<file path="config.mk">
export PLATFORM = sky130hd
export DESIGN_NAME = lpm_ctrl
export DESIGN_NICKNAME = d
export VERILOG_FILES = /design/src/rtl/lpm_pkg.sv /design/src/rtl/lpm_rst_sync.sv /design/src/rtl/lpm_wake.sv /design/src/rtl/lpm_fsm.sv /design/src/rtl/lpm_gate.sv /design/src/rtl/lpm_ctrl.sv
export SDC_FILE = /design/constraint.sdc
export NUM_CORES = 1
export LEC_CHECK = 0
export BUFFER_PORTS_ARGS = -buffer_cell sky130_fd_sc_hd__buf_2
export CORE_AREA = 2 2 39 41
export DETAILED_ROUTE_END_ITERATION = 7
export DIE_AREA = 0 0 41 43
export PLACE_DENSITY_LB_ADDON = 0.3
export SLEW_MARGIN = 20
export SYNTH_ARGS = -nofsm -noshare
export SYNTH_HDL_FRONTEND = slang
export SYNTH_HIERARCHICAL = 1
export SYNTH_SLANG_ARGS = --single-unit
</file>
<file path="constraint.sdc">
create_clock -name clk_i -period 1.15 [get_ports clk_i]
set_input_delay 0.23 -clock clk_i [delete_from_list [all_inputs] [get_ports clk_i]]
set_output_delay 0.23 -clock clk_i [all_outputs]
set_load 0.02 [all_outputs]
</file>
<file path="src/rtl/lpm_pkg.sv">
package lpm_pkg;

  typedef enum logic [1:0] {
    MODE_RUN   = 2'd0,
    MODE_IDLE  = 2'd1,
    MODE_PDOWN = 2'd2
  } lpm_mode_e;

  typedef struct packed {
    logic cpu;
    logic per;
    logic osc;
    logic retain;
  } lpm_gate_t;

endpackage

</file>
<file path="src/rtl/lpm_rst_sync.sv">
module lpm_rst_sync #(
  parameter int unsigned STAGES = 2
) (
  input  logic clk_i,
  input  logic rst_ni,
  output logic rst_sync_no
);

  logic [STAGES-1:0] shift_q;

  generate
    if (STAGES == 1) begin : g_single
      always_ff @(posedge clk_i or negedge rst_ni) begin
        if (!rst_ni) shift_q <= 1'b0;
        else         shift_q <= 1'b1;
      end
    end else begin : g_chain
      always_ff @(posedge clk_i or negedge rst_ni) begin
        if (!rst_ni) shift_q <= '0;
        else         shift_q <= {shift_q[STAGES-2:0], 1'b1};
      end
    end
  endgenerate

  assign rst_sync_no = shift_q[STAGES-1];

endmodule

</file>
<file path="src/rtl/lpm_wake.sv">
module lpm_wake #(
  parameter int unsigned N_IRQ = 5
) (
  input  logic [N_IRQ-1:0] irq_i,
  input  logic [N_IRQ-1:0] irq_en_i,
  output logic             wake_o
);

  logic [N_IRQ-1:0] masked;

  // one gate per interrupt line; any unmasked request wakes the CPU
  for (genvar k = 0; k < N_IRQ; k++) begin : g_line
    assign masked[k] = irq_i[k] & irq_en_i[k];
  end

  assign wake_o = |masked;

endmodule

</file>
<file path="src/rtl/lpm_fsm.sv">
module lpm_fsm
  import lpm_pkg::*;
(
  input  logic      clk_i,
  input  logic      rst_ni,
  input  logic      wr_i,
  input  logic      idle_req_i,
  input  logic      pdown_req_i,
  input  logic      wake_i,
  output lpm_mode_e mode_o,
  output logic      idle_bit_o,
  output logic      pdown_bit_o
);

  lpm_mode_e mode_q, mode_d;
  logic      idle_q, idle_d;
  logic      pdn_q,  pdn_d;

  always_comb begin
    mode_d = mode_q;
    idle_d = idle_q;
    pdn_d  = pdn_q;
    unique case (mode_q)
      MODE_RUN: begin
        // stored bits take effect one edge after the write
        if (pdn_q)       mode_d = MODE_PDOWN;
        else if (idle_q) mode_d = MODE_IDLE;
        if (wr_i) begin
          idle_d = idle_req_i;
          pdn_d  = pdown_req_i;
        end
      end
      MODE_IDLE: begin
        if (wake_i) begin
          mode_d = MODE_RUN;
          idle_d = 1'b0;
        end
      end
      MODE_PDOWN: begin
        mode_d = MODE_PDOWN;
      end
      default: begin
        mode_d = MODE_RUN;
      end
    endcase
  end

  always_ff @(posedge clk_i or negedge rst_ni) begin
    if (!rst_ni) begin
      mode_q <= MODE_RUN;
      idle_q <= 1'b0;
      pdn_q  <= 1'b0;
    end else begin
      mode_q <= mode_d;
      idle_q <= idle_d;
      pdn_q  <= pdn_d;
    end
  end

  assign mode_o      = mode_q;
  assign idle_bit_o  = idle_q;
  assign pdown_bit_o = pdn_q;

endmodule

</file>
<file path="src/rtl/lpm_gate.sv">
module lpm_gate
  import lpm_pkg::*;
(
  input  lpm_mode_e mode_i,
  output lpm_gate_t gate_o
);

  always_comb begin
    unique case (mode_i)
      MODE_IDLE:  gate_o = '{cpu: 1'b0, per: 1'b1, osc: 1'b1, retain: 1'b0};
      MODE_PDOWN: gate_o = '{cpu: 1'b0, per: 1'b0, osc: 1'b0, retain: 1'b1};
      default:    gate_o = '{cpu: 1'b1, per: 1'b1, osc: 1'b1, retain: 1'b0};
    endcase
  end

endmodule

</file>
<file path="src/rtl/lpm_ctrl.sv">
module lpm_ctrl
  import lpm_pkg::*;
#(
  parameter int unsigned N_IRQ       = 5,
  parameter int unsigned SYNC_STAGES = 2
) (
  input  logic             clk_i,
  input  logic             rst_ni,
  input  logic             req_wr_i,
  input  logic             req_idle_i,
  input  logic             req_pdown_i,
  input  logic [N_IRQ-1:0] irq_i,
  input  logic [N_IRQ-1:0] irq_en_i,
  output logic             cpu_clk_en_o,
  output logic             per_clk_en_o,
  output logic             osc_run_o,
  output logic             ram_retain_o,
  output logic             idle_bit_o,
  output logic             pdown_bit_o
);

  logic      rst_sync_n;
  logic      wake;
  lpm_mode_e mode;
  lpm_gate_t gate;

  lpm_rst_sync #(.STAGES(SYNC_STAGES)) u_rst (
    .clk_i       (clk_i),
    .rst_ni      (rst_ni),
    .rst_sync_no (rst_sync_n)
  );

  lpm_wake #(.N_IRQ(N_IRQ)) u_wake (
    .irq_i    (irq_i),
    .irq_en_i (irq_en_i),
    .wake_o   (wake)
  );

  lpm_fsm u_fsm (
    .clk_i       (clk_i),
    .rst_ni      (rst_sync_n),
    .wr_i        (req_wr_i),
    .idle_req_i  (req_idle_i),
    .pdown_req_i (req_pdown_i),
    .wake_i      (wake),
    .mode_o      (mode),
    .idle_bit_o  (idle_bit_o),
    .pdown_bit_o (pdown_bit_o)
  );

  lpm_gate u_gate (
    .mode_i (mode),
    .gate_o (gate)
  );

  assign cpu_clk_en_o = gate.cpu;
  assign per_clk_en_o = gate.per;
  assign osc_run_o    = gate.osc;
  assign ram_retain_o = gate.retain;

endmodule

</file>
## After elaboration in Yosys (flattened, before gate mapping)

Cells that the tools add are included.

| storage, ports and cells | value |
|---|---|
| output and inout port bits | 6 |
| logic and storage cells | 28 |
| input bits | 15 |
| register bits | 6 |

| operators by class | value |
|---|---|
| equal/unequal tests | 5 |
| bitwise operators | 5 |
| muxes and demuxes | 8 |
| reduce and logical (&&, ||, !) cells | 6 |

Operators by type and width:

| cell | number |
|---|---|
| 4-bit case mux with 2 select lines | 1 |
| 2-bit 2-to-1 mux | 3 |
| 2-bit case mux with 3 select lines | 1 |
| 1-bit bitwise AND | 5 |
| 5-bit OR reduction | 1 |
| 2-bit AND reduction | 2 |
| 3-bit by 1-bit inequality test with 1-bit output, second input constant | 1 |
| 3-bit AND reduction | 1 |
| 2-bit by 1-bit equality test with 1-bit output, second input constant | 1 |
| 2-bit equality test, second input constant | 1 |
| 2-bit zero test | 1 |
| 1-bit 2-to-1 mux | 2 |
| 2-bit by 1-bit inequality test with 1-bit output, second input constant | 1 |
| 2-bit inequality test, second input constant | 1 |
| 1-bit case mux with 2 select lines | 1 |
| 2-bit nonzero test | 1 |

## Longest topological paths before layout

Gate-level depths: netlist of run 1.

| depth | value |
|---|---|
| word-level depth | 4 |
| depth in mapped cells | 5 |
| depth with buffers taken out | 5 |

## Modules after synthesis

The synthesis of run 1 kept the hierarchy.

Modules (own cells, without submodules):

| module | cells an instance | area an instance (um^2) | seq. area each (um^2) | instances |
|---|---|---|---|---|
| lpm_fsm | 17 | 180.2 | 100.1 | 1 |
| lpm_rst_sync | 3 | 53.8 | 50.0 | 1 |
| lpm_gate | 5 | 40.0 | 0.0 | 1 |
| lpm_wake | 3 | 21.3 | 0.0 | 1 |

## Least setup slack after synthesis of run 1

OpenSTA, ideal clock, no wires.

| path | value |
|---|---|
| path kind | reg-to-output |
| from | register u_fsm.mode_q[0] (netlist: u_fsm/mode_o[0]) |
| to | output per_clk_en_o |
| arrival | 0.976 ns |
| slack | -0.056 ns |
| stages on the path, launching flop included | 5 |
| path buffers | 1 |
| cells stage by stage | dfrtp_1 > inv_1 > ha_1 > inv_1 > buf_4 |

| on the way | value |
|---|---|
| word-level cells in the longest chain between the ends | 2 |

RTL lines:

| element | line | RTL |
|---|---|---|
| start: declaration | lpm_fsm.sv:15 | `lpm_mode_e mode_q, mode_d;` |
| start signal: assignment | lpm_fsm.sv:54 | `mode_q <= mode_d;` |
| 2-bit equality test or 2-bit by 1-bit equality test with 1-bit output (tied branches) | lpm_gate.sv:9 | `unique case (mode_i)` |
| 4-bit case mux with 2 select lines * | lpm_gate.sv:9 |  |
| end: declaration | lpm_ctrl.sv:15 | `output logic per_clk_en_o,` |

Every way passes the cells marked *; elsewhere a longest branch is shown, timed or not.

## Worst setup path after layout of run 1

| path | value |
|---|---|
| from | register u_fsm.mode_q[1] (netlist: u_fsm/mode_o[1]) |
| to | output cpu_clk_en_o |

| on the way | value |
|---|---|
| word-level cells in the longest chain between the ends | 2 |

RTL lines:

| element | line | RTL |
|---|---|---|
| 2-bit equality test or 2-bit by 1-bit equality test with 1-bit output (tied branches) | lpm_gate.sv:9 |  |
| 4-bit case mux with 2 select lines * | lpm_gate.sv:9 |  |
| end: declaration | lpm_ctrl.sv:14 | `output logic cpu_clk_en_o,` |

Marked as above.

==> results of run 1 <==
==> registers in the layout (all words and copies together) (netlist names) <==
register           count
u_rst/shift_q          2
u_fsm/mode_o           2
u_fsm/idle_bit_o       1
u_fsm/pdown_bit_o      1
==> critical path, delay by kind of cell (launching register included) <==
family,cells,cell delay [ns]
buffers and inverters,1,0.10
DFF,1,0.43
adders and majority gates,1,0.27
==> through the flow <==
step	cells	power, mW	hold WS, ns	instance area [um2]
4_1_cts	71	1.043	0.06382	501.7
3_5_place_dp	65	0.7203	0.01694	422.9
6_report	71	1.083	0.05430	520.5
2_1_floorplan	28	0.6013	-0.06559	295.3
3_3_place_gp	65	0.7189	0.01659	422.9
5_1_grt	71	1.181	0.07269	520.5
==> layout by cell type, fill, tap and decap left out <==
| cell | Yosys | layout |
|---|---|---|
| a21oi_1 | 1 | 1 |
| conb_1 | 1 | 1 |
| nor2_1 | 4 | 4 |
| buf_2 | 0 | 16 |
| nor3b_4 | 0 | 1 |
| ha_4 | 0 | 1 |
| inv_2 | 0 | 1 |
| nand2_1 | 1 | 1 |
| dlygate4sd3_1 | 0 | 1 |
| ha_2 | 0 | 1 |
| o21ai_1 | 0 | 2 |
| a222oi_1 | 1 | 1 |
| dfrtp_2 | 0 | 1 |
| a22oi_1 | 1 | 1 |
| mux2_4 | 1 | 1 |
| dfrtp_1 | 6 | 5 |
| buf_4 | 1 | 4 |
| inv_4 | 0 | 1 |
| inv_1 | 3 | 1 |
| buf_6 | 0 | 4 |
| clkbuf_4 | 0 | 3 |
| a31oi_1 | 1 | 1 |
| nor2b_1 | 2 | 2 |
==> Yosys cell counts <==
cell type | count | area, um2
nor3b_2 | 1 | 12.51
nand2_1 | 1 | 3.750
a22oi_1 | 1 | 7.510
a21oi_1 | 1 | 5.000
a31oi_1 | 1 | 6.260
conb_1 | 1 | 3.750
inv_1 | 3 | 11.26
a222oi_1 | 1 | 10.01
o21ai_0 | 2 | 10.01
buf_4 | 1 | 7.510
nor2_1 | 4 | 15.01
ha_1 | 2 | 25.02
dfrtp_1 | 6 | 150.1
mux2_4 | 1 | 15.01
nor2b_1 | 2 | 12.51
==> power by group through the flow <==
stage / logic, mW / clock network [mW] / registers [mW]
6_report: 0.588 / 0.185 / 0.310
5_1_grt: 0.642 / 0.219 / 0.320
4_1_cts: 0.541 / 0.197 / 0.305
3_5_place_dp: 0.414 / 0 / 0.306
3_3_place_gp: 0.412 / 0 / 0.307
2_1_floorplan: 0.264 / 0 / 0.337
==> logic make-up after synthesis <==
| kind of cell | synth area share |
|---|---|
| compound gates | 0.1314 |
| fa+ha+maj | 0.08473 |
| buf+inv | 0.06357 |
| flops | 0.5085 |
| mux | 0.05083 |
| other cells | 0.01270 |
| simple gates | 0.1483 |
==> worst min path at each step <==
stage	startpoint	endpoint	slack [ns]	depth (start not counted)
floorplan	rst_ni	u_rst/shift_q[0]	-0.07	0
global placement	rst_ni	u_rst/shift_q[0]	0.02	1
detailed placement	rst_ni	u_rst/shift_q[0]	0.02	1
CTS	u_rst/shift_q[1]	u_fsm/pdown_bit_o	0.06	0
global route	u_rst/shift_q[1]	u_fsm/pdown_bit_o	0.07	0
finish	u_rst/shift_q[1]	u_fsm/pdown_bit_o	0.05	0
==> cell type report <==
type	count	area [um2]
Tap cell	16	20.02
Timing Repair Buffer	25	165.2
Sequential cell	6	151.4
Inverter	3	13.76
Clock buffer	3	22.52
Fill cell	156	863.3
Multi-Input combinational cell	18	147.6
==> routing by layer <==
metal,vias to the layer above,wire [um],GRT usage
li1,148,-,-
met1,133,252,0.1221
met2,5,333,0.1438
met3,0,23,0.04712
met4,0,0,0.04000
met5,-,0,0
==> what timing repair did <==
| action | CTS | global route |
|---|---|---|
| hold buffers | 1 | 0 |
| buffers inserted | 2 | 0 |
| endpoints found under the setup margin | 4 | 6 |
| resized for setup | 9 | 8 |
| hold endpoints to repair | 2 | 0 |
| cloned | 0 | 0 |
| pin swaps | 2 | 0 |
==> results.sh, run 1 <==
export IMPL_yosysSeqAreaShare=0.5085
export IMPL_p_sw_frac=0.3584
export IMPL_crit_path_end_kind="output pin"
export IMPL_portBuffers=20
export IMPL_globalRoute_totalOverflow=0
export IMPL_wl_um=610
export IMPL_boundaryPins=21
export IMPL_r2r_cells=3
export IMPL_p_seq_frac=0.286
export IMPL_path_cells="ha_4 > buf_6"
export IMPL_rsz0062_at_grt="true"
export IMPL_synth_seq_cells=6
export IMPL_setup_ws_ns=-0.1210
export IMPL_cp_slowest_stage_delay_ns=0.43
export IMPL_grt_max_degree=5
export IMPL_numCtsBuffers=3
export IMPL_antenna_left=0
export IMPL_dr_pass1_iters=4
export IMPL_setup_tns_final_ns=-0.3715
export IMPL_rows=14
export IMPL_r2r_end="u_fsm/pdown_bit_o"
export IMPL_violations="setup timing"
export IMPL_status="finished, violations left"
export IMPL_period_needed_ns=1.271
export IMPL_cts_buffer_depth=2
export IMPL_drc_errors=0
export IMPL_grt_pass1_vias=274
export IMPL_final_core_util=0.3761
export IMPL_pwr_share_clk=0.171
export IMPL_n_antenna_cell=0
export IMPL_r2r_slack_ns=-0.01
export IMPL_gp_congestion=0.6280
export IMPL_comb_power_share=0.543
export IMPL_crit_start="u_fsm/mode_o[1]"
export IMPL_synth_area_per_cell_um2=10.55
export IMPL_period_share=1.105
export IMPL_area_delta_synth_final_pct=76.27
export IMPL_crit_type="register to output pin"
export IMPL_critPathCapture="cpu_clk_en_o"
export IMPL_max_cap_violations=0
export IMPL_place_hpwl_um=468.2
export IMPL_p_int_uw=694.7
export IMPL_critPathArrivalTime_ns=1.04
export IMPL_startpoint_type="register"
export IMPL_p_switching_uw=388.1
export IMPL_drtIter0Drc=9
export IMPL_clockRootBuffer="clkbuf_4"
export IMPL_clk_pin_slew_ns=0.04
export IMPL_htree_levels=1
export IMPL_post_drt_wl_per_cell_um=8.592
export IMPL_skew_ns=0.0009526
export IMPL_layout_drive_gt1_share=0.6182
export IMPL_slew_violations=0
export IMPL_initial_core_util=0.2134
export IMPL_setup_viol=5
export IMPL_cpMaxStageDelayCell="dfrtp_2"
export IMPL_fp_dieArea_um2=1763
export IMPL_worstPathRequired_ns=0.92
export IMPL_synth_nets=45
export IMPL_power_density_nw_per_um2=2080
export IMPL_grt_pass1_wl_mm=1.173
export IMPL_clock_latency_ns=0.24
export IMPL_nets=74
export IMPL_fmax_mhz=786.8
export IMPL_hold_violations=0
export IMPL_cts_tree="built"
export IMPL_routed_via_count=286
export IMPL_p_leak_nw=0.2571
export IMPL_crit_fanout=3
export IMPL_fp_dieW_um=41
export IMPL_irDropWorstVdd_uv=838.0
export IMPL_grt_usage=0.09919
export IMPL_ys_types=15
export IMPL_ys_warnings_count=6
export IMPL_die_height_um=43
export IMPL_routed_via_density=4.028
export IMPL_pre_cts_ws_ns=0.01052
export IMPL_mappedNetlistArea_um2=295.3
export IMPL_hp_class="register to async pin"
export IMPL_cts_sinks=6
export IMPL_design_core_area_um2=1384
export IMPL_antenna_found_initial=0
export IMPL_netlist_instances=28
export IMPL_rr_startpoint="u_fsm/mode_o[1]"
No activity file was read; power rests on OpenSTA's default activity.
==> run 2, diff against run 1 <==
- PLACE_DENSITY_LB_ADDON: 0.3 -> 0.2
==> results.sh, run 2 (synthesized netlist as in run 1, its figures left out) <==
export IMPL_numCtsBuffers=3
export IMPL_nets=74
export IMPL_irDropWorstVdd_uv=902.7
export IMPL_grt_pass1_vias=286
export IMPL_fmax_mhz=779.6
export IMPL_skew_ns=0.006487
export IMPL_met2_usage=0.1438
export IMPL_die_height_um=43
export IMPL_startpoint_type="register"
export IMPL_period_needed_ns=1.283
export IMPL_status="finished, violations left"
export IMPL_drc_errors=0
export IMPL_antenna_found_initial=0
export IMPL_worstPathRequired_ns=0.92
export IMPL_portBuffers=20
export IMPL_grt_pass1_wl_mm=1.048
export IMPL_max_cap_violations=0
export IMPL_globalRoute_totalOverflow=0
export IMPL_p_total_mw=1.107
export IMPL_slew_violations=0
export IMPL_fp_dieArea_um2=1763
export IMPL_hold_violations=0
export IMPL_cts_tree="built"
export IMPL_clock_latency_ns=0.25
export IMPL_grtUsageMet3=0.06283
export IMPL_crit_fanout=3
export IMPL_antenna_left=0
export IMPL_post_drt_wl_per_cell_um=8.859
export IMPL_fin_area_um2=521.8
export IMPL_initial_core_util=0.2134
export IMPL_place_hpwl_um=485.5
export IMPL_drtIter0Drc=6
export IMPL_routed_via_count=288
export IMPL_violations="setup timing"
export IMPL_htree_levels=1
export IMPL_n_antenna_cell=0
export IMPL_routed_via_density=4.056
export IMPL_rows=14
export IMPL_p_leak_nw=0.2601
export IMPL_fp_dieW_um=41
export IMPL_cts_buffer_depth=2
export IMPL_rsz0062_at_grt="true"
export IMPL_area_delta_synth_final_pct=76.69
export IMPL_crit_type="register to output pin"
export IMPL_cts_sinks=6
export IMPL_setup_ws_ns=-0.1326
export IMPL_grt_max_degree=5
export IMPL_grt_busiest_layer="met2"
export IMPL_layout_drive_gt1_share=0.6000
export IMPL_grt_usage=0.09321
export IMPL_gp_congestion=0.6498
export IMPL_clk_pin_slew_ns=0.05
export IMPL_dr_pass1_iters=4
export IMPL_post_dp_cell_area_um2=422.9
export IMPL_hp_class="register to async pin"
export IMPL_clockRootBuffer="clkbuf_4"
export IMPL_boundaryPins=21
export IMPL_period_share=1.115
export IMPL_crit_path_end_kind="output pin"
export IMPL_globalRouteMet1Util=0.09272
export IMPL_final_cell_mix="buf_2, buf_6, dfrtp_1"
export IMPL_setup_viol=5
export IMPL_wl_um=629
export IMPL_design_core_area_um2=1384
export IMPL_power_density_nw_per_um2=2121
export IMPL_final_common_cell="buf_2"
export IMPL_critPathArrivalTime_ns=1.05
[run 2: cell count changes in the layout (fill, tap and decap cells not counted)]
cell,previous run,this run
ha_2,1,0
ha_1,0,1
buf_6,4,5
buf_4,4,3
[run 2: critical path, cell delays in order, from the launching register on]
cell	delay [ns]
dfrtp_2	0.43
ha_4	0.27
buf_6	0.10
[run 2: final timing paths]
path | startpoint | end | slack (ns) | depth (start not counted)
min in group clk_i | req_pdown_i | u_fsm/pdown_bit_o | 0.22 | 2
hold / removal | u_rst/shift_q[1] | u_fsm/mode_o[0] | 0.05 | 0
hold reg to reg | u_rst/shift_q[1] | u_fsm/mode_o[0] | 0.05 | 0
max in group asynchronous | rst_ni | u_rst/shift_q[1] | 0.76 | 2
setup reg to reg | u_fsm/mode_o[1] | u_fsm/pdown_bit_o | -0.06 | 3
setup / recovery | u_fsm/mode_o[1] | cpu_clk_en_o | -0.13 | 2
[run 2: what timing repair did]
item / 4_1_cts / 5_1_grt
setup buffers: 2 / 0
endpoints found under the hold margin: 2 / 0
setup endpoints to repair: 4 / 7
hold buffers: 1 / 0
resized for setup: 11 / 6
pin swaps: 2 / 1
[run 2: stage by stage]
| stage | TNS, ns | cells | setup slack, ns | hold WS [ns] | utilization |
|---|---|---|---|---|---|
| global route | -0.7006 | 71 | -0.1641 | 0.07447 | 0.3770 |
| CTS | -0.4679 | 71 | -0.1306 | 0.06147 | 0.3671 |
| global placement | 0 | 65 | 0.009870 | 0.01834 | 0.3056 |
| floorplan | 0 | 28 | 0.007714 | -0.06559 | - |
| detailed placement | 0 | 65 | 0.01430 | 0.01922 | 0.3056 |
| finish | -0.4558 | 71 | -0.1326 | 0.04856 | 0.3770 |
[run 2: report_power, final]
| part | switching, mW | internal [mW] | leakage [nW] | total, mW |
|---|---|---|---|---|
| sequential | 0.0510 | 0.260 | 0.0669 | 0.311 |
| combinational | 0.273 | 0.329 | 0.179 | 0.602 |
| clock | 0.0753 | 0.118 | 0.0138 | 0.193 |
| total | 0.399 | 0.707 | 0.260 | 1.11 |
[run 2: routing by layer]
metal	wire length, um	up-vias
met1	270	128
met2	301	11
li1	-	149
met3	57	0
met5	0	-
met4	0	0
[run 2: layout make-up]
class	instances	area, um2
fillers	146	862.1
repair buffers	25	168.9
flip-flops and latches	6	151.4
multi-input cells	18	145.1
clock buffers	3	22.52
well taps	16	20.02
inverters	3	13.76
